File: config.mk
export PLATFORM = sky130hd
export DESIGN_NAME = sram_ctl
export DESIGN_NICKNAME = d
export VERILOG_FILES = /design/src/rtl/sram_ctl_pkg.sv /design/src/rtl/sram_ctl_seq.sv /design/src/rtl/sram_ctl_pins.sv /design/src/rtl/sram_ctl_rdcap.sv /design/src/rtl/sram_ctl.sv
export SDC_FILE = /design/constraint.sdc
export NUM_CORES = 1
export LEC_CHECK = 0
export BUFFER_PORTS_ARGS = -buffer_cell sky130_fd_sc_hd__buf_2
export CORE_ASPECT_RATIO = 0.8
export CORE_MARGIN = 2
export CORE_UTILIZATION = 25
export DETAILED_ROUTE_END_ITERATION = 8
export PLACE_DENSITY_LB_ADDON = 0.2
export REMOVE_ABC_BUFFERS = 1
export SLEW_MARGIN = 20
export SYNTH_ARGS = -nofsm -noshare
export SYNTH_HDL_FRONTEND = slang
export SYNTH_SLANG_ARGS = --single-unit
File: constraint.sdc
create_clock -name clk -period 2.5 [get_ports clk]
set_clock_uncertainty 0.05 [all_clocks]
set_input_delay 0 -clock clk [delete_from_list [all_inputs] [get_ports clk]]
set_output_delay 0 -clock clk [all_outputs]
set_load 0.02 [all_outputs]
File: src/rtl/sram_ctl_pkg.sv
package sram_ctl_pkg;

    typedef enum logic [2:0] {
        PH_IDLE,
        PH_READ,
        PH_TURN,
        PH_WSETUP,
        PH_WPULSE,
        PH_WREC
    } phase_e;

    // nanoseconds to whole cycles, rounded up, never below one
    function automatic int ns_to_cyc(int ns, int clk_ns);
        int c;
        c = (ns + clk_ns - 1) / clk_ns;
        return (c < 1) ? 1 : c;
    endfunction

    function automatic int imax(int a, int b);
        return (a > b) ? a : b;
    endfunction

endpackage

File: src/rtl/sram_ctl_seq.sv
module sram_ctl_seq
    import sram_ctl_pkg::*;
#(
    parameter int RD_LEN  = 14,
    parameter int TA_LEN  = 5,
    parameter int SU_LEN  = 1,
    parameter int WP_LEN  = 12,
    parameter int REC_LEN = 1
) (
    input  logic   clk,
    input  logic   rst,
    input  logic   req,
    input  logic   req_we,
    output phase_e phase,
    output logic   accept,
    output logic   last
);
    localparam int MAXLEN = imax(imax(imax(RD_LEN, TA_LEN), imax(SU_LEN, WP_LEN)), REC_LEN);
    localparam int CNT_W  = $clog2(MAXLEN + 1);

    localparam logic [CNT_W-1:0] RD_C  = CNT_W'(RD_LEN - 1);
    localparam logic [CNT_W-1:0] TA_C  = CNT_W'(TA_LEN - 1);
    localparam logic [CNT_W-1:0] SU_C  = CNT_W'(SU_LEN - 1);
    localparam logic [CNT_W-1:0] WP_C  = CNT_W'(WP_LEN - 1);
    localparam logic [CNT_W-1:0] REC_C = CNT_W'(REC_LEN - 1);

    logic [CNT_W-1:0] cnt;

    assign accept = (phase == PH_IDLE) && req;
    assign last   = (phase != PH_IDLE) && (cnt == '0);

    always_ff @(posedge clk) begin
        if (rst) begin
            phase <= PH_IDLE;
            cnt   <= '0;
        end else begin
            case (phase)
                PH_IDLE: begin
                    if (req) begin
                        if (req_we) begin
                            phase <= PH_WSETUP;
                            cnt   <= SU_C;
                        end else begin
                            phase <= PH_READ;
                            cnt   <= RD_C;
                        end
                    end
                end
                PH_READ: begin
                    if (cnt == '0) begin
                        phase <= PH_TURN;
                        cnt   <= TA_C;
                    end else begin
                        cnt <= cnt - 1'b1;
                    end
                end
                PH_TURN: begin
                    if (cnt == '0) phase <= PH_IDLE;
                    else           cnt   <= cnt - 1'b1;
                end
                PH_WSETUP: begin
                    if (cnt == '0) begin
                        phase <= PH_WPULSE;
                        cnt   <= WP_C;
                    end else begin
                        cnt <= cnt - 1'b1;
                    end
                end
                PH_WPULSE: begin
                    if (cnt == '0) begin
                        phase <= PH_WREC;
                        cnt   <= REC_C;
                    end else begin
                        cnt <= cnt - 1'b1;
                    end
                end
                PH_WREC: begin
                    if (cnt == '0) phase <= PH_IDLE;
                    else           cnt   <= cnt - 1'b1;
                end
                default: begin
                    phase <= PH_IDLE;
                    cnt   <= '0;
                end
            endcase
        end
    end

    // the strobe phase always hands over to the recovery phase
    assert_pulse_then_recover_R8: assert property (@(posedge clk) disable iff (rst)
        ($past(phase) == PH_WPULSE && phase != PH_WPULSE) |-> (phase == PH_WREC));

    // a read always hands over to the turnaround phase
    assert_read_then_turn_R5: assert property (@(posedge clk) disable iff (rst)
        ($past(phase) == PH_READ && phase != PH_READ) |-> (phase == PH_TURN));

endmodule

File: src/rtl/sram_ctl_pins.sv
module sram_ctl_pins
    import sram_ctl_pkg::*;
#(
    parameter int ADDR_W = 19,
    parameter int LANES  = 2,
    parameter int LANE_W = 8
) (
    input  phase_e                  phase,
    input  logic [ADDR_W-1:0]       addr,
    input  logic [LANES*LANE_W-1:0] wdata,
    input  logic [LANES-1:0]        lanes,
    output logic [ADDR_W-1:0]       mem_addr,
    output logic                    mem_cs1_n,
    output logic                    mem_cs2,
    output logic                    mem_oe_n,
    output logic                    mem_we_n,
    output logic [LANES-1:0]        mem_lane_n,
    output logic [LANES*LANE_W-1:0] mem_dq_out,
    output logic                    mem_dq_oe
);
    logic sel;

    always_comb begin
        sel = (phase == PH_READ)   || (phase == PH_WSETUP) ||
              (phase == PH_WPULSE) || (phase == PH_WREC);
    end

    assign mem_addr   = addr;
    assign mem_cs1_n  = ~sel;
    assign mem_cs2    = sel;
    assign mem_oe_n   = (phase != PH_READ);
    assign mem_we_n   = (phase != PH_WPULSE);
    assign mem_dq_oe  = (phase == PH_WSETUP) || (phase == PH_WPULSE);
    assign mem_dq_out = wdata;

    for (genvar i = 0; i < LANES; i++) begin : g_lane
        assign mem_lane_n[i] = ~(sel & lanes[i]);
    end

endmodule

File: src/rtl/sram_ctl_rdcap.sv
module sram_ctl_rdcap #(
    parameter int LANES  = 2,
    parameter int LANE_W = 8
) (
    input  logic                    clk,
    input  logic                    rst,
    input  logic                    capture,
    input  logic [LANES-1:0]        lanes,
    input  logic [LANES*LANE_W-1:0] dq_in,
    output logic [LANES*LANE_W-1:0] rdata
);
    for (genvar i = 0; i < LANES; i++) begin : g_cap
        always_ff @(posedge clk) begin
            if (rst) begin
                rdata[i*LANE_W +: LANE_W] <= '0;
            end else if (capture) begin
                rdata[i*LANE_W +: LANE_W] <= lanes[i] ? dq_in[i*LANE_W +: LANE_W] : '0;
            end
        end
    end

endmodule

File: src/rtl/sram_ctl.sv
module sram_ctl
    import sram_ctl_pkg::*;
#(
    parameter int CLK_NS  = 5,
    parameter int ADDR_W  = 19,
    parameter int LANES   = 2,
    parameter int LANE_W  = 8,
    parameter int T_RC_NS = 70,
    parameter int T_AA_NS = 70,
    parameter int T_OE_NS = 35,
    parameter int T_HZ_NS = 25,
    parameter int T_WC_NS = 70,
    parameter int T_WP_NS = 55,
    parameter int T_AW_NS = 60,
    parameter int T_DW_NS = 30,
    parameter int T_AS_NS = 0,
    parameter int T_WR_NS = 0
) (
    input  logic                    clk,
    input  logic                    rst,
    input  logic                    req_valid,
    input  logic                    req_write,
    input  logic [ADDR_W-1:0]       req_addr,
    input  logic [LANES*LANE_W-1:0] req_wdata,
    input  logic [LANES-1:0]        req_lanes,
    output logic                    rsp_done,
    output logic [LANES*LANE_W-1:0] rsp_rdata,
    output logic [ADDR_W-1:0]       mem_addr,
    output logic                    mem_cs1_n,
    output logic                    mem_cs2,
    output logic                    mem_oe_n,
    output logic                    mem_we_n,
    output logic [LANES-1:0]        mem_lane_n,
    output logic [LANES*LANE_W-1:0] mem_dq_out,
    output logic                    mem_dq_oe,
    input  logic [LANES*LANE_W-1:0] mem_dq_in
);
    localparam int DATA_W  = LANES * LANE_W;
    localparam int RD_LEN  = imax(imax(ns_to_cyc(T_RC_NS, CLK_NS), ns_to_cyc(T_AA_NS, CLK_NS)),
                                  ns_to_cyc(T_OE_NS, CLK_NS));
    localparam int TA_LEN  = ns_to_cyc(T_HZ_NS, CLK_NS);
    localparam int SU_LEN  = ns_to_cyc(T_AS_NS, CLK_NS);
    localparam int REC_LEN = ns_to_cyc(T_WR_NS, CLK_NS);
    localparam int WP_LEN  = imax(imax(ns_to_cyc(T_WP_NS, CLK_NS), ns_to_cyc(T_DW_NS, CLK_NS)),
                                  imax(ns_to_cyc(T_AW_NS, CLK_NS) - SU_LEN,
                                       ns_to_cyc(T_WC_NS, CLK_NS) - SU_LEN - REC_LEN));

    phase_e              phase;
    logic                accept;
    logic                last;
    logic [ADDR_W-1:0]   r_addr;
    logic [DATA_W-1:0]   r_wdata;
    logic [LANES-1:0]    r_lanes;

    // request is held for the whole access
    always_ff @(posedge clk) begin
        if (rst) begin
            r_addr  <= '0;
            r_wdata <= '0;
            r_lanes <= '0;
        end else if (accept) begin
            r_addr  <= req_addr;
            r_wdata <= req_wdata;
            r_lanes <= req_lanes;
        end
    end

    sram_ctl_seq #(
        .RD_LEN (RD_LEN),
        .TA_LEN (TA_LEN),
        .SU_LEN (SU_LEN),
        .WP_LEN (WP_LEN),
        .REC_LEN(REC_LEN)
    ) u_seq (
        .clk   (clk),
        .rst   (rst),
        .req   (req_valid),
        .req_we(req_write),
        .phase (phase),
        .accept(accept),
        .last  (last)
    );

    sram_ctl_pins #(
        .ADDR_W(ADDR_W),
        .LANES (LANES),
        .LANE_W(LANE_W)
    ) u_pins (
        .phase     (phase),
        .addr      (r_addr),
        .wdata     (r_wdata),
        .lanes     (r_lanes),
        .mem_addr  (mem_addr),
        .mem_cs1_n (mem_cs1_n),
        .mem_cs2   (mem_cs2),
        .mem_oe_n  (mem_oe_n),
        .mem_we_n  (mem_we_n),
        .mem_lane_n(mem_lane_n),
        .mem_dq_out(mem_dq_out),
        .mem_dq_oe (mem_dq_oe)
    );

    sram_ctl_rdcap #(
        .LANES (LANES),
        .LANE_W(LANE_W)
    ) u_cap (
        .clk    (clk),
        .rst    (rst),
        .capture(last && (phase == PH_READ)),
        .lanes  (r_lanes),
        .dq_in  (mem_dq_in),
        .rdata  (rsp_rdata)
    );

    assign rsp_done = last && ((phase == PH_TURN) || (phase == PH_WREC));

    // the two selects always move as a pair
    assert_cs_pair_R2: assert property (@(posedge clk) disable iff (rst)
        mem_cs1_n == ~mem_cs2);

    // never drive while the memory is asked to drive
    assert_no_contention_R11: assert property (@(posedge clk) disable iff (rst)
        mem_dq_oe |-> mem_oe_n);

    // write strobe only with the chip selected and data on the bus
    assert_strobe_context_R7: assert property (@(posedge clk) disable iff (rst)
        !mem_we_n |-> (!mem_cs1_n && mem_cs2 && mem_dq_oe && mem_oe_n));

    // address and data frozen while the strobe is low
    assert_strobe_stable_R7: assert property (@(posedge clk) disable iff (rst)
        (!mem_we_n && !$past(mem_we_n)) |-> ($stable(mem_addr) && $stable(mem_dq_out)));

    // strobe released while the selects are still held and the bus released
    assert_write_end_R8: assert property (@(posedge clk) disable iff (rst)
        $rose(mem_we_n) |-> (!mem_cs1_n && mem_cs2 && !mem_dq_oe));

    // the read strobe is released together with the selects
    assert_read_end_R5: assert property (@(posedge clk) disable iff (rst)
        $rose(mem_oe_n) |-> (mem_cs1_n && !mem_dq_oe));

    // completion is a single-cycle pulse
    assert_done_pulse_R9: assert property (@(posedge clk) disable iff (rst)
        rsp_done |=> !rsp_done);

endmodule

==> impl_results.rst <==
.. list-table::
   :header-rows: 1

   * - Metric
     - Value
   * - Setup TNS
     - 0 ns
   * - Slew at the pin closest to its max-slew limit
     - about 0.63 ns
   * - Worst hold path class
     - input port to flop
   * - Via/cell ratio
     - ~4.4
   * - Ys flop type
     - dfxtp_1
   * - Largest fanout on the critical path
     - 16
   * - Wire length of the first global-routing pass
     - about 12,000 microns
   * - Largest stage delay, worst path
     - between 0.5 and 0.6 ns
   * - CTS tree
     - done
   * - Post-detailed-routing wire length
     - around 7600 microns
   * - Netlist area before placement
     - about 2500 sq um
   * - Max-capacitance violation count
     - 0
   * - Largest family of logic cells by synthesized area
     - simple AND/OR/NAND/NOR gates
   * - Number of global-route vias before repair
     - about 2,600
   * - Global routing usage summed across all routing layers
     - 0.139
   * - Initial standard-cell utilization of the core
     - 0.261
   * - Crit path capture
     - u_cap.rdata[3]
   * - CP Class
     - flop to flop
   * - Max clock buf depth
     - 2
   * - Initial DRC count
     - 187
   * - Static Leak
     - about 1.7 nW
   * - Max rail drop VDD
     - 0.369 mV
   * - Io pins
     - about 120
   * - Vias
     - 2,746
   * - Library cell with the largest summed area after synthesis
     - dfxtp_1
   * - Half-perimeter wire length after detailed placement
     - about 5000 microns
   * - Synthesized-area fraction occupied by xor and xnor cells
     - 0.00688
   * - Data arrival time of the critical path
     - about 2.1 ns
   * - # nets final
     - 539
   * - Die H
     - 94.3 microns
   * - Worst EP required
     - between 2 and 3 ns
   * - Worst-path cell with the longest stage delay
     - nor3_4
   * - Remaining number of nets flagged by the antenna check after routing
     - 0
   * - Synth Area in Compound Gates
     - 0.167
   * - Share of the clock period used by the worst path
     - 0.756
   * - Number of CTS-inserted buffers
     - 9
   * - Number of endpoints failing setup at the final stage
     - 0
   * - Die width
     - 117 microns
   * - Leftover overflow at the end of global routing
     - 0
   * - Multiplexer share of the synthesized area
     - 0.0118
   * - Post-Synth Adder-Cell Area
     - 0.00982
   * - Max-slew violations
     - 0
   * - Crit path capture type
     - flop
   * - Worst hold margin
     - between 0.05 and 0.06 ns
   * - Final hold violation count
     - 0
   * - Die outline area
     - between 10,000 and 15,000 sq um
   * - Cell count after synthesis
     - ~320
   * - Min Clock Period, post-route
     - ~1.9 ns
   * - Reg-to-reg slack, setup
     - 0.61 ns
   * - Area share of and/or/nand/nor cells after synthesis
     - 0.271
   * - Count of cells along the worst register-to-register path
     - 6
   * - Initial antenna violation count
     - 0
   * - Pin count of the biggest net entering global routing
     - 39
   * - Clk pin slew, worst setup/hold paths
     - around 0.05 ns
   * - Clock Latency Late Sink
     - 0.32 ns
   * - Launch point of the worst reg-to-reg path
     - u_seq.cnt[0]
   * - End of the worst register-to-register path
     - u_cap.rdata[3]
   * - Total core area
     - just under 10,000 sq um
   * - IO Port Bufs
     - between 100 and 150
   * - Kind of launch point of the worst setup path
     - flop
   * - Share of cells above drive strength 1
     - 0.295
   * - Detailed-route DRC error count
     - 0
   * - Ant. Diodes
     - 0
   * - Synth unique cells
     - 43
   * - Fmax
     - 0.529 GHz
   * - Number of clock sinks
     - 60
   * - Clock root buffer
     - clkbuf_16
   * - Gpl congestion
     - between 0.8 and 0.9
   * - Fraction of registers with async set/reset
     - 0
   * - Fraction of synthesized cell area taken by the top area cell type
     - 0.472
   * - Post-Syn Area per Cell
     - between 7 and 8 sq um
   * - Std-Cell Rows
     - 32
   * - Power density over cell area
     - 937 nW/um^2
   * - Ranking of synthesized cells by instance count
     - nand2_1 (103), dfxtp_1 (60), a21oi_1 (57)
   * - Startpoint of the most critical setup path
     - u_seq.cnt[0]
   * - Post-CTS setup repair buffer count
     - 0
   * - Post-synthesis sequential area ratio
     - 0.472
   * - Layout overhead on the synthesized area
     - 57.1%
   * - Synth warnings
     - 0
   * - Most instantiated library cell after synthesis
     - nand2_1
   * - RSZ-0062 raised after global routing
     - false
   * - Number of enable-type register cells in the synthesized netlist
     - 0
   * - Area contributors post-synth
     - dfxtp_1 (47%), nand2_1 (15%), a21oi_1 (11%)
   * - Outcome
     - completed
   * - Cell-by-cell trace of the critical path
     - inv_1, ha_1, nand4bb_1, nor3_4, nand3_1, a21oi_1
   * - Detailed-router iteration count before antenna repair
     - 4
   * - Register bit count reported by yosys
     - 60
   * - Max-slew headroom at the worst pin
     - 0.582
   * - Wirelength per Cell
     - between 10 and 15 microns
   * - Count of H-tree levels built during CTS
     - 3
==> cell type report <==
| type | instances | area (sq um) |
|---|---|---|
| fill | 1018 | 5770 |
| sequential | 60 | 1200 |
| multi-input combinational | 229 | 1190 |
| timing repair buffer | 174 | 1150 |
| clock buffer | 10 | 239 |
| tap | 136 | 170 |
| clock inverter | 5 | 28.8 |
| inverter | 6 | 22.5 |
==> metrics by stage <==
stage	setup slack [ns]	utilization	cells	instance area (sq um)	power, mW
finish	0.609	0.410	620	4000	3.75
global route	0.413	0.410	620	4000	4.00
CTS	0.595	0.410	620	4000	3.80
detailed placement	0.605	0.328	552	3200	2.61
global placement	0.634	0.328	552	3200	2.60
floorplan	0.706	-	295	2410	2.15
==> worst min path at each step <==
stage / slack, ns / cells past startpoint / start / to
after detailed placement: 0.20 / 3 / req_addr[10] / r_addr[10]
after global routing: 0.08 / 4 / req_valid / u_seq.cnt[2]
after CTS: 0.04 / 4 / req_valid / u_seq.cnt[2]
final: 0.06 / 3 / req_write / u_seq.phase[1]
after global placement: 0.19 / 3 / req_addr[9] / r_addr[9]
after floorplan: 0.02 / 1 / rst / r_addr[0]
==> critical path, delay by kind of cell (launching register included) <==
family                   cells  cell delay [ns]
flip-flops                   1             0.33
adder cells (fa/ha/maj)      1             0.23
AO/OA/AOI/OAI                1             0.16
AND/OR/NAND/NOR              3             0.95
buffers and inverters        1             0.09
==> where the power goes <==
group	internal, mW	total (mW)	switching, mW
clock network	0.685	1.10	0.416
logic	0.541	1.39	0.849
registers	1.11	1.26	0.152
total	2.33	3.75	1.42
==> what timing repair did <==
action                                 4_1_cts  5_1_grt
resized for setup                            0        0
endpoints found under the hold margin       53        0
hold buffers                                53        0
==> logic make-up (layout without fill, tap and decap cells) <==
logic type      Yosys count  in the layout
mux                       3              3
fa+ha+maj                 2              2
compound gates           73             73
flops                    60             60
simple gates            149            149
buf+inv                  30            195
xor+xnor                  2              2
==> metal layers <==
| layer | global-route usage | wire [microns] | vias to the layer above |
|---|---|---|---|
| li1 | - | - | 1392 |
| met1 | 0.179 | 3600 | 1254 |
| met2 | 0.225 | 3470 | 89 |
| met3 | 0.0400 | 478 | 11 |
| met4 | 0.0412 | 85 | 0 |
| met5 | 0 | 0 | - |
==> sequential cells by signal, indices dropped and copies added, names as in the netlist <==
name	cells
u_seq.cnt	4
r_wdata	16
u_cap.rdata	16
u_seq.phase	3
r_addr	19
r_lanes	2
==> placed cells by master (no fill, tap or decap), types with 6 or more instances in the layout <==
| cell type | count |
|---|---|
| inv_1 | 6 |
| dfxtp_1 | 60 |
| nand2_1 | 103 |
| nand3_1 | 16 |
| buf_4 | 6 |
| dlygate4sd3_1 | 53 |
| nor2_1 | 8 |
| buf_2 | 115 |
| clkbuf_16 | 9 |
| a21oi_1 | 57 |
Note: power is estimated with default switching activity, not from simulation.
